<file path="src/rtl/autobaud_pkg.sv">
package autobaud_pkg;
   typedef enum logic [1:0] {
      MTR_IDLE  = 2'd0,
      MTR_MEAS  = 2'd1,
      MTR_LOCK  = 2'd2,
      MTR_FAULT = 2'd3
   } meter_state_t;

   typedef enum logic [1:0] {
      SEG_HALF = 2'd0,
      SEG_DATA = 2'd1,
      SEG_STOP = 2'd2
   } tick_seg_t;
endpackage

</file>
<file path="src/rtl/autobaud_sync.sv">
module autobaud_sync #(
   parameter int STAGES = 2
) (
   input  logic clk,
   input  logic rst,
   input  logic din,
   output logic level,
   output logic fall,
   output logic rise
);
   logic [STAGES-1:0] pipe_q;
   logic              last_q;

   generate
      if (STAGES < 2) begin : g_bad_stages
         $error("autobaud_sync needs at least two stages");
      end
   endgenerate

   always_ff @(posedge clk) begin
      if (rst) begin
         pipe_q <= '1;
         last_q <= 1'b1;
      end else begin
         pipe_q <= {pipe_q[STAGES-2:0], din};
         last_q <= pipe_q[STAGES-1];
      end
   end

   assign level = pipe_q[STAGES-1];
   assign fall  = last_q & ~level;
   assign rise  = ~last_q & level;
endmodule

</file>
<file path="src/rtl/autobaud_meter.sv">
module autobaud_meter
   import autobaud_pkg::*;
#(
   parameter int MIN_SPAN = 32,
   parameter int MAX_SPAN = 4096,
   parameter int SPAN_W   = 13,
   parameter int PER_W    = 10,
   parameter int SHIFT    = 3,
   parameter bit ROUND_EN = 1'b1
) (
   input  logic             clk,
   input  logic             rst,
   input  logic             fall,
   input  logic             rise,
   output logic             locked,
   output logic             fault,
   output logic [PER_W-1:0] period
);
   localparam logic [SPAN_W:0] BIAS = ROUND_EN ? (SPAN_W+1)'(1 << (SHIFT-1)) : '0;

   meter_state_t      state_q;
   logic [SPAN_W-1:0] span_q;
   logic [SPAN_W:0]   biased;
   logic [PER_W-1:0]  per_calc;
   logic [PER_W-1:0]  period_q;

   generate
      if (SHIFT + PER_W > SPAN_W + 1) begin : g_bad_width
         $error("autobaud_meter period field exceeds span width");
      end
      if (ROUND_EN) begin : g_round
         assign biased = {1'b0, span_q} + BIAS;
      end else begin : g_trunc
         assign biased = {1'b0, span_q};
      end
   endgenerate

   assign per_calc = biased[SHIFT +: PER_W];

   always_ff @(posedge clk) begin
      if (rst) begin
         state_q  <= MTR_IDLE;
         span_q   <= '0;
         period_q <= '0;
      end else begin
         case (state_q)
            MTR_IDLE: begin
               if (fall) begin
                  state_q <= MTR_MEAS;
                  span_q  <= SPAN_W'(1);
               end
            end
            MTR_MEAS: begin
               if (rise) begin
                  if (span_q < SPAN_W'(MIN_SPAN)) begin
                     state_q <= MTR_FAULT;
                  end else begin
                     state_q  <= MTR_LOCK;
                     period_q <= per_calc;
                  end
               end else if (span_q == SPAN_W'(MAX_SPAN)) begin
                  state_q <= MTR_FAULT;
               end else begin
                  span_q <= span_q + SPAN_W'(1);
               end
            end
            default: state_q <= state_q;
         endcase
      end
   end

   assign locked = (state_q == MTR_LOCK);
   assign fault  = (state_q == MTR_FAULT);
   assign period = period_q;
endmodule

</file>
<file path="src/rtl/autobaud_ticker.sv">
module autobaud_ticker
   import autobaud_pkg::*;
#(
   parameter int PER_W     = 10,
   parameter int DATA_BITS = 8
) (
   input  logic             clk,
   input  logic             rst,
   input  logic             enable,
   input  logic             fall,
   input  logic [PER_W-1:0] period,
   output logic             half_tick,
   output logic             bit_tick,
   output logic             stop_tick
);
   localparam int TICK_W = PER_W + 1;
   localparam int NBIT_W = $clog2(DATA_BITS + 1);

   tick_seg_t         seg_q;
   logic              active_q;
   logic [TICK_W-1:0] phase_q;
   logic [TICK_W-1:0] target;
   logic [TICK_W-1:0] per_ext;
   logic [NBIT_W-1:0] nbit_q;
   logic              half_q, bit_q, stop_q;

   assign per_ext = {1'b0, period};

   always_comb begin
      case (seg_q)
         SEG_HALF: target = per_ext >> 1;
         SEG_DATA: target = per_ext;
         default:  target = per_ext + (per_ext >> 1);
      endcase
   end

   always_ff @(posedge clk) begin
      if (rst) begin
         seg_q    <= SEG_HALF;
         active_q <= 1'b0;
         phase_q  <= '0;
         nbit_q   <= '0;
         half_q   <= 1'b0;
         bit_q    <= 1'b0;
         stop_q   <= 1'b0;
      end else begin
         half_q <= 1'b0;
         bit_q  <= 1'b0;
         stop_q <= 1'b0;
         if (!active_q) begin
            if (enable && fall) begin
               active_q <= 1'b1;
               seg_q    <= SEG_HALF;
               phase_q  <= TICK_W'(1);
               nbit_q   <= '0;
            end
         end else if (phase_q == target) begin
            phase_q <= TICK_W'(1);
            case (seg_q)
               SEG_HALF: begin
                  half_q <= 1'b1;
                  seg_q  <= SEG_DATA;
               end
               SEG_DATA: begin
                  bit_q  <= 1'b1;
                  nbit_q <= nbit_q + NBIT_W'(1);
                  if (nbit_q == NBIT_W'(DATA_BITS - 1)) seg_q <= SEG_STOP;
               end
               default: begin
                  stop_q   <= 1'b1;
                  active_q <= 1'b0;
               end
            endcase
         end else begin
            phase_q <= phase_q + TICK_W'(1);
         end
      end
   end

   assign half_tick = half_q;
   assign bit_tick  = bit_q;
   assign stop_tick = stop_q;
endmodule

</file>
<file path="src/rtl/autobaud_gen.sv">
module autobaud_gen #(
   parameter int MIN_RATE_DIV = 4,
   parameter int MAX_RATE_DIV = 512,
   parameter int CAL_BITS     = 8,
   parameter int REC_DIV      = 8,
   parameter int DATA_BITS    = 8,
   parameter int SYNC_STAGES  = 2,
   parameter bit ROUND_EN     = 1'b1,
   localparam int PER_W       = $clog2(MAX_RATE_DIV + 1)
) (
   input  logic             clk,
   input  logic             rst,
   input  logic             rx_in,
   output logic             locked,
   output logic             cal_error,
   output logic [PER_W-1:0] bit_period,
   output logic             fast_rate,
   output logic             half_tick,
   output logic             bit_tick,
   output logic             stop_tick
);
   localparam int MIN_SPAN = CAL_BITS * MIN_RATE_DIV;
   localparam int MAX_SPAN = CAL_BITS * MAX_RATE_DIV;
   localparam int SPAN_W   = $clog2(MAX_SPAN + 1);
   localparam int SHIFT    = $clog2(CAL_BITS);

   generate
      if ((1 << SHIFT) != CAL_BITS) begin : g_bad_cal
         $error("CAL_BITS must be a power of two");
      end
      if (MIN_RATE_DIV < 2 || MIN_RATE_DIV > MAX_RATE_DIV) begin : g_bad_range
         $error("rate divider range is invalid");
      end
   endgenerate

   logic rx_level, rx_fall, rx_rise;

   autobaud_sync #(.STAGES(SYNC_STAGES)) u_sync (
      .clk   (clk),
      .rst   (rst),
      .din   (rx_in),
      .level (rx_level),
      .fall  (rx_fall),
      .rise  (rx_rise)
   );

   autobaud_meter #(
      .MIN_SPAN (MIN_SPAN),
      .MAX_SPAN (MAX_SPAN),
      .SPAN_W   (SPAN_W),
      .PER_W    (PER_W),
      .SHIFT    (SHIFT),
      .ROUND_EN (ROUND_EN)
   ) u_meter (
      .clk    (clk),
      .rst    (rst),
      .fall   (rx_fall),
      .rise   (rx_rise),
      .locked (locked),
      .fault  (cal_error),
      .period (bit_period)
   );

   autobaud_ticker #(.PER_W(PER_W), .DATA_BITS(DATA_BITS)) u_ticker (
      .clk       (clk),
      .rst       (rst),
      .enable    (locked),
      .fall      (rx_fall),
      .period    (bit_period),
      .half_tick (half_tick),
      .bit_tick  (bit_tick),
      .stop_tick (stop_tick)
   );

   assign fast_rate = locked && (bit_period < PER_W'(REC_DIV));

   logic unused_level;
   assign unused_level = rx_level;
endmodule

</file>
<file path="config.mk">
export PLATFORM = sky130hd
export DESIGN_NAME = autobaud_gen
export DESIGN_NICKNAME = d
export VERILOG_FILES = /design/src/rtl/autobaud_pkg.sv /design/src/rtl/autobaud_sync.sv /design/src/rtl/autobaud_meter.sv /design/src/rtl/autobaud_ticker.sv /design/src/rtl/autobaud_gen.sv
export SDC_FILE = /design/constraint.sdc
export NUM_CORES = 1
export LEC_CHECK = 0
export ABC_AREA = 1
export BUFFER_PORTS_ARGS = -buffer_cell sky130_fd_sc_hd__clkbuf_2
export CAP_MARGIN = 20
export CORE_MARGIN = 1.5
export CORE_UTILIZATION = 45
export CTS_CLUSTER_SIZE = 24
export DETAILED_ROUTE_END_ITERATION = 8
export PLACE_DENSITY = 0.71
export SLEW_MARGIN = 5
export SYNTH_ARGS = -nofsm -noshare
export SYNTH_HDL_FRONTEND = slang
export SYNTH_SLANG_ARGS = --single-unit
</file>
<file path="constraint.sdc">
create_clock -name clk -period 2.1 [get_ports clk]
set_input_delay 0.42 -clock clk [delete_from_list [all_inputs] [get_ports clk]]
set_output_delay 0.42 -clock clk [all_outputs]
set_load 0.02 [all_outputs]
</file>
==> impl_metrics.ini, run 1 <==
[power]
irDropWorstVdd_uv = 281
leakage_nw = 1.89
power_density_nw_per_um2 = 377
power_w = 0.00154

[global_routing]
grt_pass1_wl_um = 13500
grt_pass1_vias = 3095
antenna_found_initial = 0
grt_use_met1_pct = 26.3
grt_max_degree = 17
busiest_layer = met2
grtUsageTotal_pct = 21.5
grt.met3_usage_pct = 3.38
overflow = 0
globalRouteMet2Util_pct = 39.0

[logic_synthesis]
synth.distinct_cells = 39
ys_seq_area_share_pct = 29.0
synth_top_area_share_pct = 29.0
synth.avg_cell_area_um2 = 6.47
synth_area_leaders = dfxtp_1 (29%), nand2_1 (15%), inv_1 (9.2%), ha_1 (8.1%), nand3_1 (6.2%)
synth_warnings = 0
yosys_register_bits = 49
synthCells = 522
yosysTopAreaCell = dfxtp_1
syn_area_um2 = 3380
synth_nets = 548

[setup_path]
path_class = flip-flop to flip-flop
cp_common_cell = nand2_1
slowest_stage = fa_2
worstSetupEndpointType = flip-flop
crit_cells = 17
cp_max_fo = 8
cp-start-kind = flip-flop
path_buf_inv = 1
critical_path.top_delay_family = simple AND/OR/NAND/NOR gates
cp.required_ns = 2.30
crit_arrival_ns = 2.55
slowest_delay_ns = 0.42
rr_worst_depth = 17
path_cells = ha_4 > inv_2 > fa_2 > nand2_1 > nand3_1 > nand2_1 > nand2_1 > a21oi_2 > nand3_1 > nor2_1 > nand2_1 > nor2_2 > nand2_4 > nand2_8 > nand3_4 > nor2_1 > nor2_1

[min_path]
hp-class = input pin to flip-flop
hold_depth = 2

[die]
core_area_um2 = 7250
row_count = 31
start_util_pct = 46.6
dieArea_um2 = 8040
die_h_um = 89.6
ioPinCount = 19
die_width_um = 89.6

[sta]
tns_ns = -4.27
setup_ws_ns = -0.256
setup_viol = 21
fmax_ghz = 0.424
fin_skew_ns = 0.0104
finalHoldViolCount = 0
min_period_over_period_pct = 112
rsz0062_at_grt = yes
worstMarginPinSlew_ns = 0.501
period_minus_slack_ns = 2.36
finalMaxSlewViolations = 0
slew-limit-headroom_pct = 66.5

[layout]
multi_input_area_um2 = 2140
fin_area_um2 = 4100
drive_gt1_share_pct = 20.4
fillers = 731
syn2layout_area_growth_pct = 21.3
nNetsFinal = 604
register_area_um2 = 1000
fin_util_pct = 56.5
antenna_cells = 0

[place]
globalplace.congestion = 0.885
dp_slack_ns = -0.299
dpl_cell_area_um2 = 3880
placement.io_buffers = 18
dp_hpwl_um = 6460

[detailed_routing]
vias = 3425
ant_nets = 0
first_iter_violations = 163
wl_per_cell_um = 12.1
wl_um = 8170
drc_errors = 0
routed_via_density = 5.05
drt_pass1_iterations = 4

[run_status]
violations = setup timing
status = finished, violations left

[clock_network]
cts_sinks = 49
holdBufCountCts = 0
clockRootBuffer = clkbuf_8
clkLatencyLatePin_ns = 0.30
cts.clk_slew.worst_paths_ns = 0.09
cts_inserted_buffers = 5
clock_path_buffers = 2
cts_tree = yes
h-tree-depth = 2

[run]
drv_cap = 0
-- cells by family after synthesis --
logic type | synth area share (%)
buffers and inverters | 11.2
DFF | 29.0
adders and majority gates | 8.74
and+or+nand+nor | 35.1
xor gates and xnor gates | 4.15
AOI/OAI and AO/OA | 11.8
-- area by class of cell --
cell class | count | share of cell area, %
Clock buffer | 7 | 1.86
Clock inverter | 1 | 0.153
Inverter | 87 | 8.03
Multi-Input combinational cell | 376 | 52.2
Sequential cell | 49 | 24.4
Tap cell | 99 | 3.02
Timing Repair Buffer | 59 | 10.3
-- registers in the layout (all words and copies together), names as in the netlist --
signal              flops
u_meter.period         10
u_ticker.stop_tick      1
u_ticker.phase_q       11
u_ticker.nbit_q         4
u_sync.last_q           1
u_meter.span_q         13
u_ticker.seg_q          2
u_meter.state_q         2
u_ticker.half_tick      1
u_ticker.bit_tick       1
u_ticker.active_q       1
u_sync.pipe_q           2
-- stage by stage --
| stage | instances | hold WS, ns |
|---|---|---|
| 3_5_place_dp | 667 | 0.396 |
| 3_3_place_gp | 667 | 0.391 |
| 6_report | 678 | 0.299 |
| 2_1_floorplan | 522 | 0.389 |
| 4_1_cts | 677 | 0.293 |
| 5_1_grt | 678 | 0.298 |
-- layer usage --
layer  up-vias  wire, um
li1       1771         -
met1      1590      3740
met2        54      4110
met3        10       221
met4         0       108
met5         -         0
-- synthesized netlist by cell type --
cell,n
ha_1,22
nand3_4,1
dfxtp_1,49
nor2_2,2
nand4_1,5
a31oi_1,3
inv_2,3
nand3b_1,2
inv_1,83
o211ai_1,1
clkbuf_1,6
a21oi_2,1
nand3_2,3
buf_2,2
o22ai_1,6
nor3_1,6
nand2_4,1
o31ai_1,1
o21ai_0,17
xnor2_1,1
nor2_8,1
or2_1,2
nor4_1,4
or2_2,2
clkinv_1,1
nand2_8,1
nor2_1,55
a22oi_1,5
nand3_1,42
buf_4,1
o21ai_1,1
nand2_2,1
nand2_1,137
a211oi_1,4
nor2_4,1
fa_1,1
buf_6,1
a21oi_1,32
xor2_1,15
-- power breakdown --
part	internal, W	switching, W
registers	0.000930	0.00000383
logic	0.0000206	0.0000418
clock network	0.000237	0.000311
-- path summary, 6_finish.rpt --
path	startpoint	to	slack, ns
worst max-delay path	u_meter.period[1]	u_ticker.nbit_q[1]	-0.26
worst min-delay path	rx_in	u_sync.pipe_q[0]	0.30
worst max register to register	u_meter.period[1]	u_ticker.nbit_q[1]	-0.26
worst min register to register	u_sync.pipe_q[0]	u_sync.pipe_q[1]	0.41
-- cells in the final DEF, fill, tap and decap left out, types with 4 or more instances in the layout --
cell | Yosys | layout
a211oi_1 | 4 | 4
nand2_2 | 1 | 7
nand2_1 | 137 | 129
buf_4 | 1 | 39
inv_1 | 83 | 79
xor2_1 | 15 | 15
nand3_1 | 42 | 38
nor3_1 | 6 | 6
a21oi_1 | 32 | 32
nor2_1 | 55 | 50
dfxtp_2 | 0 | 7
ha_4 | 0 | 4
clkbuf_2 | 0 | 18
o21ai_0 | 17 | 17
inv_2 | 3 | 6
nand3_2 | 3 | 7
clkbuf_8 | 0 | 5
dfxtp_1 | 49 | 39
o22ai_1 | 6 | 6
ha_1 | 22 | 18
nor4_1 | 4 | 4
nor2_2 | 2 | 6
nand4_1 | 5 | 5
a22oi_1 | 5 | 5
-- timing repair --
item,in CTS,in global routing
setup endpoints to repair,21,24
cloned,0,0
buffers inserted,2,1
resized for setup,4,23
pin swaps,5,3
-- worst register-to-register path, stage by stage, from the launching register on --
cell and delay (ns):
dfxtp_4 0.37, ha_4 0.16, inv_2 0.05, fa_2 0.42, nand2_1 0.10, nand3_1 0.08
nand2_1 0.07, nand2_1 0.06, a21oi_2 0.09, nand3_1 0.07, nor2_1 0.10, nand2_1 0.07
nor2_2 0.12, nand2_4 0.09, nand2_8 0.10, nand3_4 0.11, nor2_1 0.13, nor2_1 0.05
Power figures use the tool's default switching activity.
==> run 2: changes to the inputs <==
- BUFFER_PORTS_ARGS: -buffer_cell sky130_fd_sc_hd__clkbuf_2 -> not set
- DONT_BUFFER_PORTS: not set -> 1
- MAX_ROUTING_LAYER: not set -> met4
- PLACE_DENSITY: 0.71 -> 0.69
==> run 2 against run 1 <==
The run still ends with setup timing left. Sequential power barely moved. First-iteration DRC count rose by 27%. Critical path depth rose by 4. Design area rose by 0.46%. Sequential share of layout area fell by 0.051 points. Clock skew fell by 0.0045 ns. Non-clock buffer count fell by 13. Flip-flop and latch count did not move. Via count fell by 0.20%. Die area did not move.
==> impl_metrics.ini, run 2 (synthesis gave the netlist of run 1 again) <==
[detailed_routing]
drc_errors = 0
routed_via_density = 5.14
vias = 3418
wl_um = 8390
first_iter_violations = 207
wl_per_cell_um = 12.6
drt_pass1_iterations = 5
ant_nets = 0

[clock_network]
clock_path_buffers = 2
cts_inserted_buffers = 5
cts.clk_slew.worst_paths_ns = 0.09
h-tree-depth = 2
clockRootBuffer = clkbuf_8
cts_tree = yes
cts_sinks = 49
holdBufCountCts = 0
clkLatencyLatePin_ns = 0.31

[setup_path]
slowest_delay_ns = 0.38
crit_start = u_meter.period[1]
path_cells = ha_4 > inv_2 > fa_2 > inv_2 > nand2_4 > nand2_4 > nand3b_1 > nand3_2 > nand2_1 > nand2_1 > nand3_1 > nor2_1 > nand2_1 > nor2_2 > nand2_4 > nand2_8 > buf_4 > buf_4 > o22ai_1 > inv_1 > nor2_1
cp.required_ns = 2.32
r2r_start = u_meter.period[1]
cp_max_fo = 7
slowest_stage = dfxtp_4
cp-endpoint = u_ticker.phase_q[10]
rr_worst_depth = 21
crit_arrival_ns = 2.63
crit_cells = 21
r2r_end = u_ticker.phase_q[10]
rrSetupSlack_ns = -0.32
cp-start-kind = flip-flop
critical_path.top_delay_family = simple AND/OR/NAND/NOR gates
path_buf_inv = 5
worstSetupEndpointType = flip-flop
path_class = flip-flop to flip-flop

[sta]
worstMarginPinSlew_ns = 0.640
period_minus_slack_ns = 2.42
rsz0062_at_grt = yes
min_period_over_period_pct = 115
finalHoldViolCount = 0
fin_skew_ns = 0.00594
fmax_ghz = 0.414
setup_ws_ns = -0.317
setup_viol = 21
finalMaxSlewViolations = 0
slew-limit-headroom_pct = 57.3

[power]
power_density_nw_per_um2 = 411
leakage_nw = 1.84
irDropWorstVdd_uv = 244
p_int_w = 0.00131
seqPwrFrac_pct = 55.2
combPwrFrac_pct = 3.3
swShare_pct = 22.8
p_switching_w = 0.000385
clockPowerShare_pct = 41.5

[layout]
multi_input_area_um2 = 2190
register_area_um2 = 1000
antenna_cells = 0
fin_area_um2 = 4120
drive_gt1_share_pct = 20.8
final_cell_mix = nand2_1 (124), inv_1 (79), nor2_1 (52)
final_cell_count_no_fill = 665
largest_register_ff_count = 13
fillers = 713
top_register = u_meter.span_q
final_common_cell = nand2_1
syn2layout_area_growth_pct = 21.9
nNetsFinal = 591

[run_status]
status = finished, violations left
violations = setup timing

[die]
core_area_um2 = 7250
start_util_pct = 46.6
die_width_um = 89.6
dieArea_um2 = 8040
die_h_um = 89.6
row_count = 31
ioPinCount = 19

[min_path]
hp-class = input pin to flip-flop

[place]
globalplace.congestion = 0.919
dp_slack_ns = -0.286
dp_hpwl_um = 6440
placement.io_buffers = 0
placed_cells = 652
dpl_cell_area_um2 = 3810

[global_routing]
overflow = 0
grt_max_degree = 23
grt_pass1_wl_um = 14000
grtUsageTotal_pct = 23.1
grt_pass1_vias = 3176
antenna_found_initial = 0

[run]
drv_cap = 0
## run 2: metal layers
metal	vias up	GRT usage [%]	wire length, um
li1	1747	-	-
met1	1583	26.8	3740
met2	75	40.6	4220
met3	13	4.84	339
met4	0	5.59	95
met5	-	-	0
## run 2: timing repair
action / CTS / global route
buffers inserted: 5 / 1
pin swaps: 15 / 9
setup endpoints to repair: 21 / 24
gates resized for setup: 16 / 23
## run 2: final cells by class
class                           instances  share of cell area (%)
Inverter                               87                    7.99
Sequential cell                        49                    24.4
Multi-Input combinational cell        376                    53.1
Timing Repair Buffer                   46                    8.78
Clock buffer                            5                    1.67
Tap cell                               99                    3.01
Clock inverter                          3                    1.06
## run 2: power by group through the flow
stage               combinational (W)  clock (W)  sequential [W]
global placement            0.0000488          0        0.000957
finish                      0.0000559   0.000702        0.000933
detailed placement          0.0000493          0        0.000957
CTS                         0.0000533   0.000722        0.000934
global route                0.0000645   0.000753        0.000934
floorplan                   0.0000422          0        0.000956
## run 2: worst min-delay path by stage
stage                           from             endpoint  slack, ns  cells after the start
floorplan           u_sync.pipe_q[0]     u_sync.pipe_q[1]       0.39                      1
global placement    u_sync.pipe_q[0]     u_sync.pipe_q[1]       0.39                      1
detailed placement  u_sync.pipe_q[0]     u_sync.pipe_q[1]       0.40                      1
CTS                              rst   u_meter.span_q[10]       0.16                      1
global route                     rst  u_ticker.phase_q[8]       0.14                      1
finish                           rst   u_meter.span_q[10]       0.16                      1
## run 2: per-stage QoR
| stage | utilization [%] | hold WS (ns) | power (W) | TNS, ns |
|---|---|---|---|---|
| after floorplan | - | 0.389 | 0.000998 | -0.905 |
| after global placement | 52.5 | 0.392 | 0.00101 | -2.76 |
| after detailed placement | 52.5 | 0.396 | 0.00101 | -3.85 |
| after CTS | 55.6 | 0.159 | 0.00171 | -4.70 |
| after global routing | 56.8 | 0.144 | 0.00175 | -7.98 |
| final | 56.8 | 0.163 | 0.00169 | -4.81 |
## run 2: worst reg2reg max path: stages, from the launching register on
cell	delay, ns
dfxtp_4	0.38
ha_4	0.13
inv_2	0.03
fa_2	0.34
inv_2	0.08
nand2_4	0.05
nand2_4	0.07
nand3b_1	0.09
nand3_2	0.09
nand2_1	0.05
nand2_1	0.06
nand3_1	0.07
nor2_1	0.12
nand2_1	0.07
nor2_2	0.12
nand2_4	0.09
nand2_8	0.10
buf_4	0.10
buf_4	0.11
o22ai_1	0.06
inv_1	0.07
nor2_1	0.03
